File: config.mk
export PLATFORM = sky130hd
export DESIGN_NAME = jump_target_unit
export DESIGN_NICKNAME = d
export VERILOG_FILES = /design/src/rtl/jtu_pkg.sv /design/src/rtl/jtu_mode_classify.sv /design/src/rtl/jtu_target_calc.sv /design/src/rtl/jtu_ret_stack.sv /design/src/rtl/jump_target_unit.sv
export SDC_FILE = /design/constraint.sdc
export NUM_CORES = 1
export LEC_CHECK = 0
export BUFFER_PORTS_ARGS = -buffer_cell sky130_fd_sc_hd__buf_2
export CORE_AREA = 2 2 128 130
export DETAILED_ROUTE_END_ITERATION = 10
export DIE_AREA = 0 0 130 132
export GPL_TIMING_DRIVEN = 0
export PLACE_DENSITY = 0.58
export REMOVE_ABC_BUFFERS = 1
export SYNTH_ARGS = -nofsm -noshare
export SYNTH_HDL_FRONTEND = slang
export SYNTH_SLANG_ARGS = --single-unit
File: constraint.sdc
create_clock -name clk -period 2.64 [get_ports clk]
set_clock_uncertainty 0.15 [all_clocks]
set_input_delay 0.264 -clock clk [delete_from_list [all_inputs] [get_ports clk]]
set_output_delay 0.264 -clock clk [all_outputs]
set_load 0.01 [all_outputs]
File: src/rtl/jtu_pkg.sv
package jtu_pkg;

  typedef enum logic [1:0] {
    OP_SEQ  = 2'b00,
    OP_JUMP = 2'b01,
    OP_CALL = 2'b10,
    OP_RET  = 2'b11
  } op_e;

  // bit 0: absolute, bit 1: operand from register
  typedef enum logic [1:0] {
    K_IMM_REL = 2'b00,
    K_IMM_ABS = 2'b01,
    K_REG_REL = 2'b10,
    K_REG_ABS = 2'b11
  } kind_e;

endpackage

File: src/rtl/jtu_mode_classify.sv
module jtu_mode_classify #(
  parameter int ADDR_W  = 16,
  parameter int LOCAL_W = 9
) (
  input  logic [ADDR_W-1:0] addr,
  output logic              is_shared
);
  // An address lies outside local memory when any bit above the local span is set
  generate
    if (LOCAL_W < ADDR_W) begin : g_split
      assign is_shared = |addr[ADDR_W-1:LOCAL_W];
    end else begin : g_all_local
      assign is_shared = 1'b0;
    end
  endgenerate
endmodule

File: src/rtl/jtu_target_calc.sv
module jtu_target_calc
  import jtu_pkg::*;
#(
  parameter int ADDR_W  = 16,
  parameter int LOCAL_W = 9
) (
  input  kind_e             kind,
  input  logic [ADDR_W-1:0] imm,
  input  logic [ADDR_W-1:0] reg_val,
  input  logic [ADDR_W-1:0] cur_pc,
  input  logic              cur_mode,
  output logic [ADDR_W-1:0] tgt_pc,
  output logic              tgt_mode,
  output logic [ADDR_W-1:0] seq_pc
);
  localparam int HI_W = ADDR_W - LOCAL_W;

  logic [ADDR_W-1:0]  operand;
  logic [ADDR_W-1:0]  wide_sum;
  logic [LOCAL_W-1:0] local_sum;
  logic [ADDR_W-1:0]  rel_pc;
  logic [ADDR_W-1:0]  wide_inc;
  logic [LOCAL_W-1:0] local_inc;
  logic               abs_shared;

  assign operand   = kind[1] ? reg_val : imm;
  assign wide_sum  = cur_pc + operand;
  assign local_sum = cur_pc[LOCAL_W-1:0] + operand[LOCAL_W-1:0];
  assign wide_inc  = cur_pc + {{(ADDR_W-1){1'b0}}, 1'b1};
  assign local_inc = cur_pc[LOCAL_W-1:0] + {{(LOCAL_W-1){1'b0}}, 1'b1};

  // Relative results keep the width of the current mode
  assign rel_pc = cur_mode ? wide_sum : {{HI_W{1'b0}}, local_sum};
  assign seq_pc = cur_mode ? wide_inc : {{HI_W{1'b0}}, local_inc};

  jtu_mode_classify #(.ADDR_W(ADDR_W), .LOCAL_W(LOCAL_W)) u_classify (
    .addr      (operand),
    .is_shared (abs_shared)
  );

  always_comb begin
    if (kind[0]) begin
      tgt_pc   = operand;
      tgt_mode = abs_shared;
    end else begin
      tgt_pc   = rel_pc;
      tgt_mode = cur_mode;
    end
  end
endmodule

File: src/rtl/jtu_ret_stack.sv
module jtu_ret_stack #(
  parameter int ENTRY_W = 17,
  parameter int DEPTH   = 4
) (
  input  logic               clk,
  input  logic               rst,
  input  logic               push,
  input  logic               pop,
  input  logic [ENTRY_W-1:0] push_data,
  output logic [ENTRY_W-1:0] pop_data,
  output logic               empty
);
  localparam int PTR_W = (DEPTH > 1) ? $clog2(DEPTH) : 1;
  localparam int CNT_W = $clog2(DEPTH + 1);
  localparam logic [CNT_W-1:0] FULL_CNT = CNT_W'(DEPTH);

  // Circular storage: a push on a full stack overwrites the oldest slot
  logic [ENTRY_W-1:0] mem [DEPTH];
  logic [PTR_W-1:0]   wr_ptr;
  logic [PTR_W-1:0]   top_ptr;
  logic [CNT_W-1:0]   count;

  assign top_ptr = wr_ptr - PTR_W'(1);
  assign empty   = (count == '0);
  assign pop_data = empty ? '0 : mem[top_ptr];

  always_ff @(posedge clk) begin
    if (push) begin
      mem[wr_ptr] <= push_data;
    end
  end

  always_ff @(posedge clk) begin
    if (rst) begin
      wr_ptr <= '0;
      count  <= '0;
    end else if (push) begin
      wr_ptr <= (wr_ptr == PTR_W'(DEPTH - 1)) ? '0 : wr_ptr + PTR_W'(1);
      if (count != FULL_CNT) count <= count + CNT_W'(1);
    end else if (pop && !empty) begin
      wr_ptr <= top_ptr;
      count  <= count - CNT_W'(1);
    end
  end

  AST_STACK_BOUND: assert property (@(posedge clk) disable iff (rst)
    count <= FULL_CNT);

  AST_PUSH_POP_EXCL: assert property (@(posedge clk) disable iff (rst)
    !(push && pop));

  AST_EMPTY_POP_KEEPS: assert property (@(posedge clk) disable iff (rst)
    (pop && empty) |=> (count == '0));
endmodule

File: src/rtl/jump_target_unit.sv
module jump_target_unit
  import jtu_pkg::*;
#(
  parameter int ADDR_W      = 16,
  parameter int LOCAL_W     = 9,
  parameter int STACK_DEPTH = 4
) (
  input  logic              clk,
  input  logic              rst,
  input  logic              req_valid,
  input  logic [1:0]        req_op,
  input  logic [1:0]        req_kind,
  input  logic [ADDR_W-1:0] imm,
  input  logic [ADDR_W-1:0] reg_val,
  input  logic [ADDR_W-1:0] cur_pc,
  input  logic              cur_mode,
  input  logic              cond_ok,
  output logic [ADDR_W-1:0] nxt_pc,
  output logic              nxt_mode,
  output logic              taken,
  output logic              ret_underflow
);
  localparam int ENTRY_W = ADDR_W + 1;
  localparam logic [ADDR_W-1:0] LOCAL_SPAN = ADDR_W'(1 << LOCAL_W);

  op_e   op;
  kind_e kind;
  assign op   = op_e'(req_op);
  assign kind = kind_e'(req_kind);

  logic [ADDR_W-1:0]  tgt_pc, seq_pc;
  logic               tgt_mode;
  logic               go, do_push, do_pop, stk_empty;
  logic [ENTRY_W-1:0] pop_data;

  logic [ADDR_W-1:0] pc_d;
  logic              mode_d, taken_d, ufl_d;

  assign go      = req_valid && cond_ok;
  assign do_push = go && (op == OP_CALL);
  assign do_pop  = go && (op == OP_RET);

  jtu_target_calc #(.ADDR_W(ADDR_W), .LOCAL_W(LOCAL_W)) u_calc (
    .kind     (kind),
    .imm      (imm),
    .reg_val  (reg_val),
    .cur_pc   (cur_pc),
    .cur_mode (cur_mode),
    .tgt_pc   (tgt_pc),
    .tgt_mode (tgt_mode),
    .seq_pc   (seq_pc)
  );

  jtu_ret_stack #(.ENTRY_W(ENTRY_W), .DEPTH(STACK_DEPTH)) u_stack (
    .clk       (clk),
    .rst       (rst),
    .push      (do_push),
    .pop       (do_pop),
    .push_data ({seq_pc, cur_mode}),
    .pop_data  (pop_data),
    .empty     (stk_empty)
  );

  always_comb begin
    pc_d    = nxt_pc;
    mode_d  = nxt_mode;
    taken_d = 1'b0;
    ufl_d   = ret_underflow;
    if (req_valid) begin
      if (!cond_ok || op == OP_SEQ) begin
        pc_d   = seq_pc;
        mode_d = cur_mode;
      end else if (op == OP_RET) begin
        pc_d    = pop_data[ENTRY_W-1:1];
        mode_d  = pop_data[0];
        taken_d = 1'b1;
        if (stk_empty) ufl_d = 1'b1;
      end else begin
        pc_d    = tgt_pc;
        mode_d  = tgt_mode;
        taken_d = 1'b1;
      end
    end
  end

  always_ff @(posedge clk) begin
    if (rst) begin
      nxt_pc        <= '0;
      nxt_mode      <= 1'b0;
      taken         <= 1'b0;
      ret_underflow <= 1'b0;
    end else begin
      nxt_pc        <= pc_d;
      nxt_mode      <= mode_d;
      taken         <= taken_d;
      ret_underflow <= ufl_d;
    end
  end

  AST_IDLE_HOLD: assert property (@(posedge clk) disable iff (rst)
    !req_valid |=> (!taken && $stable(nxt_pc) && $stable(nxt_mode)));

  AST_SKIP_NOT_TAKEN: assert property (@(posedge clk) disable iff (rst)
    (req_valid && !cond_ok) |=> (!taken && nxt_mode == $past(cur_mode)));

  AST_REL_KEEPS_MODE: assert property (@(posedge clk) disable iff (rst)
    (go && (op == OP_JUMP || op == OP_CALL) && !req_kind[0])
      |=> (taken && nxt_mode == $past(cur_mode)));

  AST_ABS_MODE_RANGE: assert property (@(posedge clk) disable iff (rst)
    (go && (op == OP_JUMP || op == OP_CALL) && req_kind[0])
      |=> (nxt_mode == (($past(req_kind[1]) ? $past(reg_val) : $past(imm)) >= LOCAL_SPAN)));

  AST_LOCAL_PC_RANGE: assert property (@(posedge clk) disable iff (rst)
    !nxt_mode |-> (nxt_pc < LOCAL_SPAN));

  AST_UFL_STICKY: assert property (@(posedge clk) disable iff (rst)
    ret_underflow |=> ret_underflow);
endmodule

### Yosys cells after proc, flatten, opt, wreduce, memory -nomap -nowiden

Memory sizes are Yosys's and may differ from the RTL's.
Index checks and enable logic that the tools add are counted.

| storage, ports and cells | value |
|---|---|
| register bits | 24 |
| memory bits (writable) | 68 |
| logic and storage cells | 55 |
| memories kept | 1 |

| cells by class | value |
|---|---|
| muxes and demuxes | 19 |
| eq/ne operators | 5 |
| add/subtract/negate cells | 8 |
| reduce and logical (&&, ||, !) cells | 14 |
| bitwise gates (word level) | 2 |

Memory list:

| memory | depth | width | read ports | clocked after memory_dff | wr ports | RTL line | source |
|---|---|---|---|---|---|---|---|
| u_stack.mem | 4 | 17 | 1 | 0 | 1 | jtu_ret_stack.sv:18 | `logic [ENTRY_W-1:0] mem [DEPTH];` |

Operators with widths:

| kind | number |
|---|---|
| $mux 16 | 6 |
| $mux 17 | 1 |
| $add 16x1->16 const B | 1 |
| $add 16x16->16 | 1 |
| $add 9x1->9 const B | 1 |
| $add 9x9->9 | 1 |
| $mux 3 | 3 |
| $reduce_or 7->1 | 1 |
| $eq 2x2->1 const B | 3 |
| $mux 1 | 6 |
| $mux 2 | 3 |
| $logic_and 1x1->1 | 4 |
| $reduce_and 4->1 | 1 |
| $add 3x1->3 const B | 1 |
| $logic_not 3->1 | 1 |
| $ne 3x3->1 const B | 1 |
| $sub 3x1->3 const B | 1 |
| $add 2x1->2 const B | 1 |
| $logic_not 1->1 | 2 |
| $logic_not 2->1 | 1 |
| $ne 2x1->1 const B | 1 |
| $not 1->1 | 2 |
| $reduce_and 2->1 | 1 |
| $reduce_bool 2->1 | 1 |
| other kinds (3) | 3 |

### Logic depth before layout (Yosys ltp)

| logic depth | value |
|---|---|
| word-level depth | 6 |
| depth in mapped cells | 11 |
| gate-level depth less buffers | 9 |

### Cells and area by module

Synthesis repeated with hierarchy kept, for this count alone.

| unflattened totals | value |
|---|---|
| cells, all modules | 508 |
| area, all modules | 5,771.8 µm² |

By module, submodules not included:

| module | seq. area each (µm²) | cells an instance | instances | area each (µm²) |
|---|---|---|---|---|
| jtu_ret_stack | 2,142.1 | 150 | 1 | 2,944.1 |
| jtu_target_calc | 0.0 | 210 | 1 | 1,529.0 |
| jump_target_unit | 380.4 | 145 | 1 | 1,283.7 |
| jtu_mode_classify | 0.0 | 3 | 1 | 15.0 |

### Worst setup path before layout

Ideal clock, no wire load.

| path | value |
|---|---|
| path kind | in2reg |
| from | input req_kind[1] |
| to | register nxt_pc[14] |
| cell stages on the path | 10 |
| required time | 2.404 ns |
| data arrival time | 2.592 ns |
| slack | -0.188 ns |
| setup time | 0.086 ns |
| cells stage by stage | buf_4 > buf_2 > mux2_2 > fa_1 > a21o_1 > a22o_1 > o311ai_1 > o21ai_0 > mux2i_1 > a221oi_2 |

| between the ends | value |
|---|---|
| longest elaborated chain between the ends | 6 |

Ends and longest elaborated chain:

| element | RTL line | source |
|---|---|---|
| start, declared | jump_target_unit.sv:12 | `input logic [1:0] req_kind,` |
| $mux 16 (*) | jtu_target_calc.sv:26 | `assign operand = kind[1] ? reg_val : imm;` |
| $add 16x16->16 | jtu_target_calc.sv:27 | `assign wide_sum = cur_pc + operand;` |
| $mux 16 | jtu_target_calc.sv:33 | `assign rel_pc = cur_mode ? wide_sum : {{HI_W{1'b0}}, local_sum};` |
| $mux 16 (*) | jtu_target_calc.sv:42 | `if (kind[0]) begin` |
| $mux 16 (*) | jump_target_unit.sv:73 | `end else if (op == OP_RET) begin` |
| $mux 16 (*) | jump_target_unit.sv:70 | `if (!cond_ok \|\| op == OP_SEQ) begin` |
| end signal, assigned | jump_target_unit.sv:93 | `nxt_pc <= pc_d;` |
| end, declared | jump_target_unit.sv:18 | `output logic [ADDR_W-1:0] nxt_pc,` |

Every way passes the cells marked *; elsewhere a longest branch is shown, timed or not.
A chain may end at the register's enable or synchronous reset.

### Worst setup path after layout

| path | value |
|---|---|
| from | input req_kind[1] |
| to | register nxt_pc[6] |

| between the ends | value |
|---|---|
| longest elaborated chain between the ends | 6 |
| elaborated cells between the ends (all ways) | 7 |

Ends and longest elaborated chain:

| element | RTL line |
|---|---|
| $mux 16 (*) | jtu_target_calc.sv:26 |
| $add 16x16->16 / $add 9x9->9 (equally long branches) | jtu_target_calc.sv:27, jtu_target_calc.sv:28 |
| $mux 16 | jtu_target_calc.sv:33 |
| $mux 16 (*) | jtu_target_calc.sv:42 |
| $mux 16 (*) | jump_target_unit.sv:73 |
| $mux 16 (*) | jump_target_unit.sv:70 |

Marked as above.

==> metrics.txt <==
DRC 0; Overall Power 3659 uW; Worst-path clk slew 70 ps; global-route wire length before repair 23,090 um; post-layout minimum cycle time 2556 ps; unrepaired setup endpoints after global routing true; Via Count 4,070; routed wire length 15,150 um; Clock H-tree levels 3; Die X 130 um; Port Buf Inserts 75; Final Util 39.97%; Worst setup EP type flop; CP startpoint kind input port; Req. time, crit path 2710 ps; setup ws final 83.63 ps; Initial DRC Count 292; antenna violations before repair 0; synth top area cells edfxtp_1 39%, dfxtp_1 9.1%, mux4_2 7.2%; WHS 101.2 ps; layout cells sized above 1 28.52%; sequential area share after synthesis 47.67%; clk buf depth 2; Final Hold Vio Count 0; CTS Hold Bufs 0; TritonCTS buffer count 9; Starting Density 33.68%; clk sinks 92; post-synth cell types 69; Boundary Pins 76; Setup Crit Path Kind in -> reg; Post-DP HPWL 10,560 um; area delta synth->final 18.68%; pin slew with the least headroom to its limit 1121 ps; Leak Pwr 0.002272 uW; Synthesis Warnings 0; Die ar. 0.01716 mm2; DR WL/cell 20.22 um; RD Place Congestion 0.9116; Rows 46; synth cell count leaders 68 x edfxtp_1, 36 x nand2_1, 32 x nor2_1; number of global-route vias before repair 4,067; # nets final 607; average size of a mapped cell 11.58 um2; Tcrit/Tclk final 96.83%; Ant. Diodes 0; number of flops mapped to enable cells by yosys 68; All-Layer GR Usage 18.19%; relative slew slack 25.25%; outcome complete, no violations; Max Clock Freq 0.3912 GHz; most frequent cell after synthesis edfxtp_1; Seq cells post-synth 92; Floorplan Core Area 0.01571 mm2; CP Data Arrival Time 2630 ps; pin count of the biggest net entering global routing 22; CTS tree done; First-pass DRT Iterations 5; share of the synthesized area in the top cell type 38.59%; Peak VDD IR 0.0002843 V; die outline height 132 um; Synth Flop Type edfxtp_1; Max Cap Viol 0; Crit Path Max Fanout 20; DR vias/cell 5.434; fin. max-slew vios 0; PwrDens 582.7 mW/mm2; Synth async-reset ratio 0%; grt ovf 0; HP Class in -> reg; pre-CTS setup slack -855.8 ps; Post-Syn Instances 457; Worst-Skew Late Latency 350 ps; CTS root buf clkbuf_16; largest area contributor in the netlist edfxtp_1; mapped cell area 0.005291 mm2; final setup fails 0; post-route ant nets 0
==> repair_timing <==
item,4_1_cts,5_1_grt
endpoints found under the hold margin,0,0
gates resized for setup,11,6
buffers inserted,1,0
endpoints found under the setup margin,18,60
pin swaps,1,5
==> per-layer routing <==
metal / wire (um) / track usage [%]
met2: 7400 / 29.52
met3: 850 / 2.760
met5: 0 / 0
met1: 6633 / 24.81
met4: 262 / 6.093
==> stage by stage <==
step	cells	cell area, um2	setup TNS (ps)
floorplan	440	5194	-3241
global placement	731	5839	-44630
detailed placement	732	5848	-28010
CTS	749	6254	0
global route	749	6280	-59.31
finish	749	6280	0
==> path summary, 6_finish.rpt <==
path                                         from            end  slack (ps)  cells past startpoint
worst max-delay path                  req_kind[1]      nxt_pc[6]          80                     10
worst min-delay path                      cond_ok  ret_underflow         100                      3
worst max register to register  u_stack.wr_ptr[0]     nxt_pc[14]         190                      8
worst min register to register           nxt_mode       nxt_mode         310                      2
==> critical path, stage by stage <==
cell,delay [ps]
buf_16,150
mux2_2,360
ha_1,220
fa_2,390
a21o_4,240
a221oi_4,290
xor2_1,230
o21ai_2,100
a221oi_2,280
nor3_1,90
==> state kept, by name (all words and copies together) (netlist names) <==
name and flops:
u_stack.wr_ptr 2, nxt_mode 1, u_stack.count 3, u_stack.mem 68
nxt_pc 16, ret_underflow 1, taken 1
==> power breakdown <==
group / switching (uW) / leakage (uW) / internal [uW] / total [uW]
Clock: 562 / 0.000154 / 835 / 1400
Sequential: 23.4 / 0.000815 / 1590 / 1610
Combinational: 385 / 0.00130 / 269 / 653
Total: 970 / 0.00227 / 2690 / 3660
==> cells in the final DEF, fill, tap and decap left out, types with 7 or more instances in the layout <==
cell type   n
nand2_1    36
nand3_1    10
clkbuf_16   9
xor2_1     11
xnor2_1     9
mux4_2     17
nor3_1      9
mux2i_1    11
buf_2      74
ha_1       19
a21oi_1    31
mux2_2     14
inv_1      16
o211ai_1    7
o21ai_0    17
dfxtp_1    23
and2_1      9
edfxtp_1   68
nor2_1     32
==> cells by family (layout without fill, tap and decap cells) <==
family / Yosys count / in the layout / share of synthesized area [%]
DFF: 92 / 92 / 47.67
buffers and inverters: 34 / 110 / 3.050
xor gates and xnor gates: 20 / 20 / 3.311
adders and majority gates: 22 / 22 / 5.486
and+or+nand+nor: 133 / 133 / 13.24
muxes: 42 / 42 / 12.30
AOI/OAI and AO/OA: 114 / 114 / 14.94
==> final cells by class <==
type	count	area (um2)
fill	1555	9433
sequential	92	2526
inverter	17	63.81
timing repair buffer	77	420.4
clock buffer	9	225.2
multi-input combinational	331	2674
clock inverter	7	100.1
tap	216	270.3
Power figures use the tool's default switching activity.
